==> src/rtl/pit_pkg.sv <==
package pit_pkg;

    typedef enum logic [0:0] {
        ST_IDLE  = 1'b0,
        ST_COUNT = 1'b1
    } pit_state_e;

    localparam logic [5:0] A_CTRL  = 6'h00;
    localparam logic [5:0] A_MODE  = 6'h04;
    localparam logic [5:0] A_PERLO = 6'h08;
    localparam logic [5:0] A_PERHI = 6'h0C;
    localparam logic [5:0] A_IEN   = 6'h10;
    localparam logic [5:0] A_STAT  = 6'h1C;
    localparam logic [5:0] A_CNTLO = 6'h20;
    localparam logic [5:0] A_CNTHI = 6'h24;

    localparam int B_START   = 0;
    localparam int B_SWRST   = 8;
    localparam int B_CONT    = 0;
    localparam int B_GSEL    = 3;
    localparam int B_PRES_LO = 8;

endpackage

==> src/rtl/pit_prescaler.sv <==
module pit_prescaler #(
    parameter int PRES_W = 4
) (
    input  logic              clk,
    input  logic              rst_n,
    input  logic              clr,
    input  logic              en,
    input  logic              gsel,
    input  logic [PRES_W-1:0] pres,
    input  logic              ptick,
    input  logic              gtick,
    output logic              tick
);
    localparam logic [PRES_W-1:0] ONE = {{(PRES_W-1){1'b0}}, 1'b1};

    logic [PRES_W-1:0] div_q;
    logic              src;
    logic              last;

    assign src  = gsel ? gtick : ptick;
    assign last = (div_q == pres);
    assign tick = en && src && last;

    always_ff @(posedge clk or negedge rst_n) begin
        if (!rst_n) begin
            div_q <= '0;
        end else if (clr) begin
            div_q <= '0;
        end else if (en && src) begin
            div_q <= last ? '0 : div_q + ONE;
        end
    end

    AST_DIV_BOUND: assert property (@(posedge clk) disable iff (!rst_n)
        en |-> (div_q <= pres));

endmodule

==> src/rtl/pit_count_fsm.sv <==
module pit_count_fsm
    import pit_pkg::*;
#(
    parameter int CNT_W = 64
) (
    input  logic             clk,
    input  logic             rst_n,
    input  logic             swrst,
    input  logic             start,
    input  logic             tick,
    input  logic             cont,
    input  logic [CNT_W-1:0] period,
    output logic             running,
    output logic [CNT_W-1:0] count,
    output logic             expire
);
    localparam logic [CNT_W-1:0] ONE = {{(CNT_W-1){1'b0}}, 1'b1};

    pit_state_e state_q, state_d;
    logic       hit;

    assign hit = (count == period);

    always_comb begin
        state_d = state_q;
        unique case (state_q)
            ST_IDLE:  if (start) state_d = ST_COUNT;
            ST_COUNT: if (tick && hit && !cont) state_d = ST_IDLE;
            default:  state_d = ST_IDLE;
        endcase
        if (swrst) state_d = ST_IDLE;
    end

    always_ff @(posedge clk or negedge rst_n) begin
        if (!rst_n) state_q <= ST_IDLE;
        else        state_q <= state_d;
    end

    always_comb begin
        running = (state_q == ST_COUNT);
        expire  = running && tick && hit;
    end

    always_ff @(posedge clk or negedge rst_n) begin
        if (!rst_n) begin
            count <= '0;
        end else if (swrst) begin
            count <= '0;
        end else if (!running && start) begin
            count <= '0;
        end else if (running && tick) begin
            if (hit) count <= cont ? '0 : count;
            else     count <= count + ONE;
        end
    end

    AST_CNT_BOUND: assert property (@(posedge clk) disable iff (!rst_n)
        running |-> (count <= period));
    AST_WRAP_ZERO: assert property (@(posedge clk) disable iff (!rst_n)
        (expire && cont && !swrst) |=> (count == '0));
    AST_ONESHOT_HALT: assert property (@(posedge clk) disable iff (!rst_n)
        (expire && !cont && !swrst) |=> !running);

endmodule

==> src/rtl/pit_timer.sv <==
module pit_timer
    import pit_pkg::*;
#(
    parameter int DATA_W = 32,
    parameter int PRES_W = 4
) (
    input  logic              clk,
    input  logic              rst_n,
    input  logic              bus_wr,
    input  logic              bus_rd,
    input  logic [5:0]        bus_addr,
    input  logic [DATA_W-1:0] bus_wdata,
    output logic [DATA_W-1:0] bus_rdata,
    input  logic              pclk_tick,
    input  logic              gclk_tick,
    output logic              irq
);
    localparam int CNT_W = 2 * DATA_W;

    logic              mode_cont, mode_gsel;
    logic [PRES_W-1:0] mode_pres;
    logic [DATA_W-1:0] per_hi_stage;
    logic [CNT_W-1:0]  per_q;
    logic              ien_q, stat_q;
    logic [DATA_W-1:0] shadow_hi;
    logic              act_cont, act_gsel;
    logic [PRES_W-1:0] act_pres;
    logic [CNT_W-1:0]  act_per;

    logic              running, expire, tick;
    logic [CNT_W-1:0]  count;
    logic              wr_ctrl, swrst, start, launch;
    logic              rd_stat, rd_cntlo;

    assign wr_ctrl  = bus_wr && (bus_addr == A_CTRL);
    assign swrst    = wr_ctrl && bus_wdata[B_SWRST];
    assign start    = wr_ctrl && bus_wdata[B_START] && !bus_wdata[B_SWRST];
    assign launch   = start && !running;
    assign rd_stat  = bus_rd && (bus_addr == A_STAT);
    assign rd_cntlo = bus_rd && (bus_addr == A_CNTLO);

    pit_prescaler #(.PRES_W(PRES_W)) u_pres (
        .clk   (clk),
        .rst_n (rst_n),
        .clr   (swrst || launch),
        .en    (running),
        .gsel  (act_gsel),
        .pres  (act_pres),
        .ptick (pclk_tick),
        .gtick (gclk_tick),
        .tick  (tick)
    );

    pit_count_fsm #(.CNT_W(CNT_W)) u_fsm (
        .clk     (clk),
        .rst_n   (rst_n),
        .swrst   (swrst),
        .start   (start),
        .tick    (tick),
        .cont    (act_cont),
        .period  (act_per),
        .running (running),
        .count   (count),
        .expire  (expire)
    );

    // Software-visible configuration
    always_ff @(posedge clk or negedge rst_n) begin
        if (!rst_n) begin
            mode_cont    <= 1'b0;
            mode_gsel    <= 1'b0;
            mode_pres    <= '0;
            per_hi_stage <= '0;
            per_q        <= '0;
            ien_q        <= 1'b0;
        end else if (bus_wr) begin
            case (bus_addr)
                A_MODE: begin
                    mode_cont <= bus_wdata[B_CONT];
                    mode_gsel <= bus_wdata[B_GSEL];
                    mode_pres <= bus_wdata[B_PRES_LO +: PRES_W];
                end
                A_PERHI: per_hi_stage <= bus_wdata;
                A_PERLO: per_q        <= {per_hi_stage, bus_wdata};
                A_IEN:   ien_q        <= bus_wdata[0];
                default: ;
            endcase
        end
    end

    // Working copy, loaded only on launch
    always_ff @(posedge clk or negedge rst_n) begin
        if (!rst_n) begin
            act_cont <= 1'b0;
            act_gsel <= 1'b0;
            act_pres <= '0;
            act_per  <= '0;
        end else if (launch) begin
            act_cont <= mode_cont;
            act_gsel <= mode_gsel;
            act_pres <= mode_pres;
            act_per  <= per_q;
        end
    end

    // Status flag and coherent-read shadow
    always_ff @(posedge clk or negedge rst_n) begin
        if (!rst_n) begin
            stat_q    <= 1'b0;
            shadow_hi <= '0;
        end else begin
            if (swrst)        stat_q <= 1'b0;
            else if (expire)  stat_q <= 1'b1;
            else if (rd_stat) stat_q <= 1'b0;
            if (rd_cntlo) shadow_hi <= count[CNT_W-1:DATA_W];
        end
    end

    assign irq = stat_q && ien_q;

    always_comb begin
        bus_rdata = '0;
        if (bus_rd) begin
            case (bus_addr)
                A_CTRL:  bus_rdata[B_START] = running;
                A_MODE: begin
                    bus_rdata[B_CONT]              = mode_cont;
                    bus_rdata[B_GSEL]              = mode_gsel;
                    bus_rdata[B_PRES_LO +: PRES_W] = mode_pres;
                end
                A_PERLO: bus_rdata    = per_q[DATA_W-1:0];
                A_PERHI: bus_rdata    = per_q[CNT_W-1:DATA_W];
                A_IEN:   bus_rdata[0] = ien_q;
                A_STAT:  bus_rdata[0] = stat_q;
                A_CNTLO: bus_rdata    = count[DATA_W-1:0];
                A_CNTHI: bus_rdata    = shadow_hi;
                default: bus_rdata    = '0;
            endcase
        end
    end

    AST_STAT_CLEAR: assert property (@(posedge clk) disable iff (!rst_n)
        (rd_stat && !expire && !swrst) |=> !irq);
    AST_SWRST_STOP: assert property (@(posedge clk) disable iff (!rst_n)
        swrst |=> (!running && !irq));
    AST_CFG_FROZEN: assert property (@(posedge clk) disable iff (!rst_n)
        running |=> ($stable(act_per) && $stable(act_pres)));

endmodule

==> config.mk <==
export PLATFORM = sky130hd
export DESIGN_NAME = pit_timer
export DESIGN_NICKNAME = d
export VERILOG_FILES = /design/src/rtl/pit_pkg.sv /design/src/rtl/pit_prescaler.sv /design/src/rtl/pit_count_fsm.sv /design/src/rtl/pit_timer.sv
export SDC_FILE = /design/constraint.sdc
export NUM_CORES = 1
export LEC_CHECK = 0
export CAP_MARGIN = 10
export CELL_PAD_IN_SITES_DETAIL_PLACEMENT = 1
export CELL_PAD_IN_SITES_GLOBAL_PLACEMENT = 1
export CORE_ASPECT_RATIO = 1.1
export CORE_MARGIN = 4
export CORE_UTILIZATION = 35
export CTS_BUF_LIST = sky130_fd_sc_hd__clkbuf_2 sky130_fd_sc_hd__clkbuf_4 sky130_fd_sc_hd__clkbuf_8
export DETAILED_ROUTE_END_ITERATION = 6
export DONT_BUFFER_PORTS = 1
export PLACE_DENSITY = 0.55
export RECOVER_POWER = 50
export SYNTH_ARGS = -nofsm -noshare
export SYNTH_HDL_FRONTEND = slang
export SYNTH_SLANG_ARGS = --single-unit
==> constraint.sdc <==
create_clock -name clk -period 7.2 [get_ports clk]
set_input_delay 1.44 -clock clk [delete_from_list [all_inputs] [get_ports clk]]
set_output_delay 1.44 -clock clk [all_outputs]
set_load 0.005 [all_outputs]
# After elaboration in Yosys (flattened, before gate mapping)
# Cells that the tools add are included.
[totals]
reg_bits = 275
inputBits = 44
[classes]
add_sub_neg = 2
n_eq_ne = 10
muxes = 23
bitwise = 1
n_reduce_logical = 27
[op_table]
columns = ["operator", "count"]
rows = [
  ["64-bit 2-to-1 mux", 5],
  ["20-bit case mux with 4 select lines", 1],
  ["64-bit by 1-bit adder with 64-bit output, second input constant", 1],
  ["64-bit equality test", 1],
  ["32-bit 2-to-1 mux", 1],
  ["4-bit case mux with 5 select lines", 1],
  ["4-bit case mux with 4 select lines", 1],
  ["1-bit logical AND", 14],
  ["6-bit by 4-bit equality test with 1-bit output, second input constant", 2],
  ["6-bit by 5-bit equality test with 1-bit output, second input constant", 2],
  ["6-bit equality test, second input constant", 2],
  ["4-bit 2-to-1 mux", 3],
  ["2-bit AND reduction", 5],
  ["1-bit case mux with 8 select lines", 1],
  ["2-bit case mux with 4 select lines", 1],
  ["1-bit 2-to-1 mux", 7],
  ["6-bit by 3-bit equality test with 1-bit output, second input constant", 1],
  ["6-bit zero test", 1],
  ["3-bit nonzero test", 2],
  ["1-bit case mux with 5 select lines", 1],
  ["4-bit by 1-bit adder with 4-bit output, second input constant", 1],
  ["4-bit equality test", 1],
  ["4-bit != test, second input constant", 1],
  ["1-bit zero test", 3],
  ["4 further kinds", 4],
]

# Longest topological paths before layout
# Gate-level depths: netlist (run 1).
[logic_depth]
word_depth = 8
mapped_depth = 11

# Modules after synthesis
# Synthesis (run 1) repeated with hierarchy kept, for this count alone.
[hier_totals]
hier_cells = 1196
hier_area_um2 = 13646.8
[modules_own_cells]
columns = ["mod", "instances", "cells_each", "area_each_um2", "seq_area_each_um2"]
rows = [
  ["pit_timer", 1, 618, 8854.7, 5154.9],
  ["pit_count_fsm", 1, 549, 4509.3, 1626.6],
  ["pit_prescaler", 1, 29, 282.8, 100.1],
]

# Worst setup path after synthesis (run 1)
# Ideal clock, no wire load.
[synth_timing]
path_type = "input to output"
start = "in bus_addr[3]"
end = "out bus_rdata[10]"
t_arrival_ns = 2.882
required_time_ns = 5.760
slack_ns = 2.878
path_stages = 6
n_path_buf = 2
cell_sequence = "nor4_1 -> and3b_1 -> clkbuf_1 -> clkbuf_1 -> a22oi_1 -> a21oi_1"
[synth_via]
elab_chain_cells = 3
[synth_rtl]
columns = ["element", "line_no", "text"]
rows = [
  ["from (decl)", "pit_timer.sv:11", "input logic [5:0] bus_addr,"],
  ["6-bit equality test (tied with other cells)", "pit_timer.sv:124", "case (bus_addr)"],
  ["4-bit case mux with 5 select lines (*)", "pit_timer.sv:124", ""],
  ["32-bit 2-to-1 mux (*)", "pit_timer.sv:123", "if (bus_rd) begin"],
  ["to (decl)", "pit_timer.sv:13", "output logic [DATA_W-1:0] bus_rdata,"],
]
# Every way passes the cells marked *; elsewhere a longest branch is shown, timed or not.

# Worst setup path after layout (run 1)
[layout_timing]
start = "in bus_addr[3]"
end = "out bus_rdata[17]"
[layout_via]
elab_chain_cells = 3
[layout_rtl]
columns = ["element", "line_no"]
rows = [
  ["6-bit equality test / 6-bit by 4-bit equality test with 1-bit output (equally long branches)", "pit_timer.sv:124"],
  ["20-bit case mux with 4 select lines (*)", "pit_timer.sv:124"],
  ["32-bit 2-to-1 mux (*)", "pit_timer.sv:123"],
]
# Marks and branches as above.

==> flow_metrics.py, run 1 <==
metrics = {
    "drt": {
        "routed_length_per_instance_microns": 25.6,
        "drt_wl_total_microns": 43000,
        "route.vias.total": 9383,
        "drt_pass1_iterations": 6,
        "drtIter0Drc": 637,
        "drtAntennaViolNets": 0,
        "via_per_inst": 5.59,
        "drt_drc_violations_left": 0,
    },
    "critical_path": {
        "slowest_delay_ns": 0.86,
        "worstSetupStartpointType": "input pin",
        "worstPathCellList": "nor4_1, and3b_1, buf_4, a22oi_1, a21oi_1",
        "register_to_register_path_setup_slack_ns": 3.39,
        "critical_path.slowest_cell": "sky130_fd_sc_hd__and3b_1",
        "rr_endpoint": "u_fsm.count[59]$_DFFE_PN0P_",
        "critPathMaxFanout": 19,
        "crit_type": "input pin to primary output",
        "crit-reg2reg-launch": "u_fsm.count[22]$_DFFE_PN0P_",
        "timing.critical_path.max_delay_family": "simple AND/OR/NAND/NOR gates",
        "rr_worst_depth": 9,
        "worst_ep_required_ns": 5.76,
        "setup.worst_path.end": "bus_rdata[17]",
        "number_of_cells_on_the_critical_path": 5,
        "critical_path.startpoint": "bus_addr[3]",
        "cp.arrival_ns": 3.84,
        "cp_num_buf_inv": 1,
        "worstSetupEndpointType": "primary output",
    },
    "min_path": {
        "hold_class": "flop to flop",
    },
    "logic_synthesis": {
        "synth.ff_latch_count": 275,
        "ys_warn_count": 0,
        "post_synth_edffs": 0,
        "synth_commonest_cells": "275 x sky130_fd_sc_hd__dfrtp_1, 201 x sky130_fd_sc_hd__mux2_2, 71 x sky130_fd_sc_hd__xor2_1",
        "ys_types": 54,
        "sequential_cell_area_fraction_in_the_yosys_report_pct": 51.2,
        "postSynth.topFlopCell": "sky130_fd_sc_hd__dfrtp_1",
        "synthArstFlopShare_pct": 100,
        "top_cell_type_s_share_of_synthesized_area_pct": 51.2,
        "syn-num-nets": 1206,
        "syn_inst": 1160,
        "syn-cell-area_sq_um": 13400,
        "synthesized_area_per_cell_sq_um": 11.6,
        "synthDominantAreaCellType": "sky130_fd_sc_hd__dfrtp_1",
        "most_area_consuming_cells_after_synthesis": "sky130_fd_sc_hd__dfrtp_1 51%, sky130_fd_sc_hd__mux2_2 17%, sky130_fd_sc_hd__xor2_1 4.6%",
        "post-synth-top-count-cell": "sky130_fd_sc_hd__dfrtp_1",
    },
    "sta": {
        "max_clock_freq_ghz": 0.190,
        "rsz_0062_raised_after_global_routing": "no",
        "timing.final.crit_period_ns": 5.28,
        "max_slew.worst_pin.slew_ns": 2.43,
        "slew_viol_final": 38,
        "fin_worst_skew_ns": 0.0193,
        "setup-tns-final_ns": 0,
        "finalCritPeriodShare_pct": 73.3,
        "timing.final.hold_violations": 0,
        "slew_headroom_pct": -61.9,
        "setup_viol_count_final": 0,
    },
    "clock_network": {
        "clkTransAtPathRegs_ns": 0.06,
        "cts_htree_levels": 2,
        "cts_post_setup_buffers_inserted": 0,
        "clock-sinks": 275,
        "clock_latency_ns": 0.62,
        "numCtsBuffers": 49,
        "post_cts_resize_count": 0,
        "clock-root-buffer": "sky130_fd_sc_hd__clkbuf_8",
        "max_buffers_root_to_sink": 3,
        "cts_hold_buffers": 0,
        "cts_tree": "yes",
    },
    "cells_and_area": {
        "layout-drive-gt1-share_pct": 26.9,
        "insertedDiodeCount": 0,
        "layout_stage_area_growth_over_the_synthesis_result_pct": 10.8,
        "final_nets": 1189,
        "finish.utilization_pct": 39.2,
    },
    "floorplanning": {
        "ios": 77,
        "rows": 75,
        "core_area_sq_um": 38000,
        "die_w_microns": 195,
        "initial_utilization_pct": 35.4,
        "die_area_sq_um": 41600,
        "die_height_microns": 214,
    },
    "global_route": {
        "track_usage_pct": 20.6,
        "grt_overflow": 0,
        "grt_start_max_net_pins": 276,
        "grt_first_pass_wirelength_microns": 65000,
        "via_count_of_the_first_global_routing_pass": 9963,
        "number_of_antenna_violations_at_the_first_check_in_global_routing": 0,
    },
    "job": {
        "drv.max_cap_violation_count": 1,
    },
    "placed_design": {
        "port_buffers": 0,
        "detailed_place_hpwl_microns": 28500,
        "routabilityCongestion": 0.864,
    },
    "status": {
        "violations": "max-capacitance violations, max-slew violations",
        "status": "finished, violations left",
    },
    "power_and_ir_drop": {
        "irDropWorstVdd_v": 0.000235,
        "leakagePower_uw": 0.00702,
        "powerDensity_nw_per_um2": 236,
    },
}
[logic make-up (layout without fill, tap and decap cells)]
group	count (synthesis)	in the layout	share of synthesized area, %
AOI/OAI and AO/OA	194	194	10.4
and+or+nand+nor	297	297	11.9
buffers and inverters	93	112	2.77
xor gates and xnor gates	71	71	4.63
muxes	228	228	18.9
DFF	275	275	51.2
adders and majority gates	2	2	0.186
[sequential cells by signal (all words and copies together) (netlist names), 4 cells and up]
signal	count
act_per	64
u_fsm.count	64
per_q	64
per_hi_stage	32
u_pres.div_q	4
shadow_hi	32
mode_pres	4
act_pres	4
[worst min-delay path by stage]
stage                                   start                        end  slack, ns  cells after the start
floorplan           shadow_hi[15]$_DFFE_PN0P_  shadow_hi[15]$_DFFE_PN0P_       0.45                      2
global placement    shadow_hi[30]$_DFFE_PN0P_  shadow_hi[30]$_DFFE_PN0P_       0.47                      2
detailed placement  shadow_hi[30]$_DFFE_PN0P_  shadow_hi[30]$_DFFE_PN0P_       0.48                      2
CTS                                     rst_n       act_gsel$_DFFE_PN0P_       0.49                      0
global route                            rst_n    u_fsm.running$_DFF_PN0_       0.50                      0
finish              shadow_hi[30]$_DFFE_PN0P_  shadow_hi[30]$_DFFE_PN0P_       0.49                      2
[cell type report]
| cell class | count | area (sq um) |
|---|---|---|
| fill | 4115 | 23100 |
| timing repair buffer | 13 | 90.1 |
| multi-input combinational | 792 | 6220 |
| clock inverter | 11 | 109 |
| clock buffer | 76 | 921 |
| tap | 500 | 626 |
| sequential | 275 | 6880 |
| inverter | 12 | 45.0 |
[placed cells by master, fill, tap and decap left out, drive strengths merged, types with 3 or more instances in the layout]
master    n
a21bo     6
a21boi   23
a21oi    33
a221o    14
a222oi    6
a22o      4
a22oi    59
and2      4
and3     24
buf      11
clkbuf   78
clkinv    8
dfrtp   275
inv      13
mux2    201
mux2i    27
nand2    65
nand2b    7
nand3    46
nand3b    6
nand4    21
nor2     50
nor2b     4
nor3     16
nor4     28
o211ai    7
o21a     10
o21ai    21
o21bai    3
o311ai    3
or2       3
or3      10
or4       3
xor2     71
[report_power, final]
part,switching [uW],internal [uW],leakage [uW],total [uW]
Sequential,92.5,1630,0.00373,1720
Combinational,127,97.6,0.00273,225
Clock,682,884,0.000559,1570
[metrics by stage]
stage	power (uW)	instance area (sq um)	setup WS, ns	hold WS (ns)	cells
2_1_floorplan	1870	13400	2.88	0.451	1160
3_3_place_gp	1970	13900	1.91	0.470	1592
3_5_place_dp	1970	13900	1.85	0.481	1592
4_1_cts	3570	14900	1.85	0.486	1679
5_1_grt	3670	14900	1.71	0.496	1679
6_report	3510	14900	1.92	0.491	1679
[per-layer routing]
metal	GRT usage, %	share of wire [%]
met1	28.1	46
met2	33.1	46
met3	4.05	4.8
met4	7.03	2.9
met5	0	0
[tightest hold or removal path, delay by kind of cell, from the launching register on]
family          cells  cell delay [ns]
compound gates      1             0.06
flops               1             0.35
simple gates        1             0.05
Power figures use the tool's default switching activity.
==> run 2: changes to the inputs <==
- clock period: 7.2 -> 5.4 ns (I/O delays scaled with it)
==> run 2 against run 1 <==
Critical path type unchanged; largest cell class unchanged; the run now ends clean; count of clock-buffer cells in the layout increased by 9; highest routed layer unchanged; final cell count up 0.24%; combinational power is 34% higher.
==> flow_metrics.py, run 2 (same netlist as run 1, synthesis figures left out) <==
metrics = {
    "critical_path": {
        "worstSetupStartpointType": "input pin",
        "crit_type": "input pin to primary output",
        "register_to_register_path_setup_slack_ns": 1.71,
        "cp.arrival_ns": 2.95,
        "slowest_delay_ns": 0.70,
        "critical_path.slowest_cell": "sky130_fd_sc_hd__nor4_1",
        "crit-reg2reg-launch": "u_pres.div_q[2]$_DFFE_PN0P_",
        "rr_worst_depth": 7,
        "rr_endpoint": "u_fsm.count[10]$_DFFE_PN0P_",
        "worstPathCellList": "nor4_1, and3b_1, buf_4, a22oi_1, a21oi_1",
        "worstSetupEndpointType": "primary output",
        "worst_ep_required_ns": 4.32,
        "critPathMaxFanout": 32,
    },
    "floorplanning": {
        "ios": 77,
        "rows": 75,
        "initial_utilization_pct": 35.4,
        "die_area_sq_um": 41600,
        "core_area_sq_um": 38000,
        "die_height_microns": 214,
        "die_w_microns": 195,
    },
    "sta": {
        "timing.final.crit_period_ns": 4.03,
        "slew_headroom_pct": 22.1,
        "finalCritPeriodShare_pct": 74.6,
        "timing.final.hold_violations": 0,
        "final.hold.worst_slack_ns": 0.195,
        "slew_viol_final": 0,
        "fin_worst_skew_ns": 0.0248,
        "setup_viol_count_final": 0,
        "max_slew.worst_pin.slew_ns": 1.17,
        "fin_ws_ns": 1.37,
        "setup-tns-final_ns": 0,
        "max_clock_freq_ghz": 0.248,
        "rsz_0062_raised_after_global_routing": "no",
    },
    "clock_network": {
        "max_buffers_root_to_sink": 3,
        "cts_post_setup_buffers_inserted": 0,
        "clkTransAtPathRegs_ns": 0.06,
        "post_cts_resize_count": 0,
        "cts_htree_levels": 2,
        "cts_hold_buffers": 0,
        "clock_latency_ns": 0.61,
        "cts_tree": "yes",
        "clock-root-buffer": "sky130_fd_sc_hd__clkbuf_8",
        "clock-sinks": 275,
        "numCtsBuffers": 51,
    },
    "cells_and_area": {
        "final_nets": 1193,
        "largest_registers": "act_per (64), per_q (64), u_fsm.count (64)",
        "layout_stage_area_growth_over_the_synthesis_result_pct": 11.5,
        "fillers": 4085,
        "final-instance-count-excl-fill": 1683,
        "layout_common_cells": "275 x sky130_fd_sc_hd__dfrtp_1, 201 x sky130_fd_sc_hd__mux2_2, 71 x sky130_fd_sc_hd__xor2_1",
        "insertedDiodeCount": 0,
        "layout.cells.most_common": "sky130_fd_sc_hd__dfrtp_1",
        "layout-drive-gt1-share_pct": 27.0,
    },
    "drt": {
        "drt_pass1_iterations": 5,
        "via_per_inst": 5.62,
        "drt_wl_total_microns": 43100,
        "drtIter0Drc": 520,
        "routed_length_per_instance_microns": 25.6,
        "drt_drc_violations_left": 0,
        "route.vias.total": 9462,
        "drtAntennaViolNets": 0,
    },
    "global_route": {
        "grt_overflow": 0,
        "grt_first_pass_wirelength_microns": 66200,
        "number_of_antenna_violations_at_the_first_check_in_global_routing": 0,
        "via_count_of_the_first_global_routing_pass": 10151,
        "track_usage_pct": 20.8,
        "grt_start_max_net_pins": 276,
    },
    "placed_design": {
        "post-place-cells": 1594,
        "routabilityCongestion": 0.867,
        "detailed_place_hpwl_microns": 28800,
        "pre_cts_slack_ns": 1.40,
        "port_buffers": 0,
    },
    "job": {
        "drv.max_cap_violation_count": 0,
    },
    "status": {
        "status": "finished, final reports clean",
    },
    "power_and_ir_drop": {
        "leakagePower_uw": 0.00706,
        "irDropWorstVdd_v": 0.000169,
        "powerDensity_nw_per_um2": 318,
    },
    "min_path": {
        "hold_class": "input pin to asynchronous set/reset pin",
    },
}
-- run 2: cell count changes in the layout (fill, tap and decap cells not counted), sizes merged --
cell,before,now
buf,11,15
bufinv,2,1
clkbuf,78,85
clkinv,8,3
inv,13,12
-- run 2: layout make-up --
cell class                      instances  area [sq um]  share of cell area, %
Sequential cell                       275          6880                   45.9
Tap cell                              500           626                   4.18
Clock buffer                           85          1050                   7.02
Timing Repair Buffer                   15           125                  0.835
Multi-Input combinational cell        792          6210                   41.4
Inverter                               12          45.0                  0.301
Clock inverter                          4          45.0                  0.301
-- run 2: critical path: cells and delay by family --
family | cells | cell delay [ns]
AOI/OAI and AO/OA | 2 | 0.43
and+or+nand+nor | 2 | 0.97
buffers and inverters | 1 | 0.44
-- run 2: routing by layer --
metal	share of wire, %	vias to the layer above	track usage, %
met2	48	200	34.4
met3	3.7	59	2.94
li1	-	4226	-
met5	0	-	0
met4	2.4	0	6.43
met1	46	4977	28.6
-- run 2: how the worst max path moves through the flow --
stage / startpoint / end / slack (ns) / cells past startpoint
2_1_floorplan: bus_addr[3] / bus_rdata[10] / 1.80 / 6
3_3_place_gp: bus_addr[3] / bus_rdata[16] / 1.50 / 5
3_5_place_dp: bus_addr[3] / bus_rdata[22] / 1.40 / 5
4_1_cts: bus_addr[3] / bus_rdata[22] / 1.39 / 5
5_1_grt: bus_addr[3] / bus_rdata[5] / 1.26 / 5
6_report: bus_addr[3] / bus_rdata[5] / 1.37 / 5
-- run 2: per-stage QoR --
step           cell area (sq um)  util, %  total power [uW]
6_report                   15000     39.4              4760
5_1_grt                    15000     39.4              4980
4_1_cts                    15000     39.5              4840
3_5_place_dp               13900     36.6              2630
3_3_place_gp               13900     36.6              2620
2_1_floorplan              13400        -              2500
-- run 2: report_power, final --
part | switching [uW] | leakage, uW | internal, uW | total, uW
clock | 901 | 0.000588 | 1260 | 2160
combinational | 171 | 0.00275 | 130 | 301
sequential | 121 | 0.00373 | 2180 | 2300
==> run 3: changes to the inputs <==
- clock period: 5.4 -> 4 ns (I/O delays scaled with it)
==> run 3 against run 2 <==
The run now ends with negative hold slack left; sequential cell count is the same; non-clock buffer count up 45; sequential power up 34%; register-to-register slack worse by 0.90 ns; sequential share of layout area shrank 1.3 points; setup slack lost 0.79 ns; count of clock-buffer cells in the layout unchanged; critical path depth rose by 2; via count is 1.9% higher; global-route usage shrank 0.20 points; hold slack lost 0.28 ns; clock power grew 39%; critical path type unchanged; critical endpoint is now bus_rdata[11].
==> flow_metrics.py, run 3 (same netlist as run 1, synthesis figures left out) <==
metrics = {
    "floorplanning": {
        "die_w_microns": 195,
        "die_area_sq_um": 41600,
        "initial_utilization_pct": 35.4,
        "core_area_sq_um": 38000,
        "ios": 77,
        "die_height_microns": 214,
        "rows": 75,
    },
    "cells_and_area": {
        "layout_common_cells": "275 x sky130_fd_sc_hd__dfrtp_1, 201 x sky130_fd_sc_hd__mux2_2, 71 x sky130_fd_sc_hd__xor2_1",
        "layout.cells.most_common": "sky130_fd_sc_hd__dfrtp_1",
        "layout-drive-gt1-share_pct": 29.9,
        "largest_registers": "act_per (64), per_q (64), u_fsm.count (64)",
        "final_nets": 1238,
        "insertedDiodeCount": 0,
        "finish.utilization_pct": 40.6,
        "fillers": 4041,
        "layout_stage_area_growth_over_the_synthesis_result_pct": 14.8,
    },
    "sta": {
        "timing.final.hold_violations": 68,
        "fin_worst_skew_ns": 0.0189,
        "slew_headroom_pct": 16.7,
        "finalCritPeriodShare_pct": 85.4,
        "timing.final.crit_period_ns": 3.41,
        "final.hold.worst_slack_ns": -0.0840,
        "rsz_0062_raised_after_global_routing": "no",
        "max_clock_freq_ghz": 0.293,
        "setup_viol_count_final": 0,
        "setup-tns-final_ns": 0,
        "fin_ws_ns": 0.585,
        "slew_viol_final": 0,
        "max_slew.worst_pin.slew_ns": 1.25,
    },
    "clock_network": {
        "cts_tree": "yes",
        "post_cts_resize_count": 0,
        "numCtsBuffers": 51,
        "cts_post_setup_buffers_inserted": 0,
        "clkTransAtPathRegs_ns": 0.05,
        "max_buffers_root_to_sink": 3,
        "clock-root-buffer": "sky130_fd_sc_hd__clkbuf_8",
        "clock_latency_ns": 0.60,
        "clock-sinks": 275,
        "cts_htree_levels": 2,
    },
    "placed_design": {
        "pre_cts_slack_ns": 0.796,
        "routabilityCongestion": 0.857,
        "detailed_place_hpwl_microns": 28900,
        "port_buffers": 0,
    },
    "drt": {
        "drtAntennaViolNets": 0,
        "routed_length_per_instance_microns": 24.7,
        "drt_wl_total_microns": 42800,
        "drt_pass1_iterations": 5,
        "drtIter0Drc": 501,
        "via_per_inst": 5.57,
        "route.vias.total": 9640,
        "drt_drc_violations_left": 0,
    },
    "critical_path": {
        "crit_type": "input pin to primary output",
        "worst_ep_required_ns": 3.20,
        "worstSetupEndpointType": "primary output",
        "worstSetupStartpointType": "input pin",
        "cp.arrival_ns": 2.61,
        "worstPathCellList": "nor2_1, nand3b_1, nor3_1, clkbuf_1, a21boi_0, a21oi_1, buf_4",
        "slowest_delay_ns": 0.43,
        "critical_path.slowest_cell": "sky130_fd_sc_hd__clkbuf_1",
        "critPathMaxFanout": 8,
    },
    "global_route": {
        "track_usage_pct": 20.6,
        "grt_start_max_net_pins": 276,
        "grt_overflow": 0,
        "via_count_of_the_first_global_routing_pass": 10318,
        "grt_first_pass_wirelength_microns": 66000,
        "number_of_antenna_violations_at_the_first_check_in_global_routing": 0,
    },
    "power_and_ir_drop": {
        "powerDensity_nw_per_um2": 423,
        "fin_total_pwr_uw": 6520,
        "irDropWorstVdd_v": 0.000233,
        "leakagePower_uw": 0.00734,
    },
    "status": {
        "status": "finished, violations left",
        "violations": "negative hold slack",
    },
    "job": {
        "drv.max_cap_violation_count": 0,
    },
    "min_path": {
        "hold_class": "input pin to asynchronous set/reset pin",
    },
}
==> run 3: cell types whose count changed in the layout (fill, tap and decap cells not counted), sizes merged <==
cell | before | now
buf | 15 | 57
clkbuf | 85 | 88
clkinv | 3 | 5
bufinv | 1 | 2
==> run 3: final timing paths <==
path	from	cells past startpoint	slack [ns]	to
max	bus_addr[1]	7	0.59	bus_rdata[11]
min	rst_n	0	-0.08	stat_q$_DFFE_PN0P_
max reg2reg	act_pres[3]$_DFFE_PN0P_	9	0.81	u_fsm.count[4]$_DFFE_PN0P_
min reg2reg	shadow_hi[30]$_DFFE_PN0P_	2	0.48	shadow_hi[30]$_DFFE_PN0P_
max in group asynchronous	rst_n	0	3.09	u_fsm.count[44]$_DFFE_PN0P_
min in group clk	bus_wdata[8]	1	0.30	u_fsm.running$_DFF_PN0_
==> run 3: critical path, delay by kind of cell <==
kind,cells,cell delay [ns]
and+or+nand+nor,3,0.51
buffers and inverters,2,0.59
AOI/OAI and AO/OA,2,0.71
==> run 3: power breakdown <==
group / internal [uW] / total, uW / switching (uW)
clock network: 1800 / 3000 / 1210
logic: 196 / 433 / 238
registers: 2940 / 3080 / 146
==> run 3: stage by stage <==
stage	area (sq um)	cells
5_1_grt	15400	1731
2_1_floorplan	13400	1160
6_report	15400	1731
4_1_cts	15400	1731
3_5_place_dp	14300	1639
3_3_place_gp	14300	1639
==> run 3: routing by layer <==
layer / wire length [microns] / vias up / share of wire [%] / global-route usage [%]
met2: 20200 / 226 / 47 / 33.7
met4: 1460 / 0 / 3.4 / 7.73
li1: - / 4315 / - / -
met3: 1990 / 75 / 4.7 / 3.90
met5: 0 / - / 0 / 0
met1: 19200 / 5024 / 45 / 27.5
==> run 3: final cells by class <==
| cell class | count | area, sq um | area share, % |
|---|---|---|---|
| multi-input combinational | 792 | 6220 | 40.3 |
| clock inverter | 7 | 85.1 | 0.552 |
| clock buffer | 85 | 1060 | 6.90 |
| timing repair buffer | 60 | 503 | 3.26 |
| inverter | 12 | 45.0 | 0.292 |
| tap | 500 | 626 | 4.06 |
| sequential | 275 | 6880 | 44.6 |
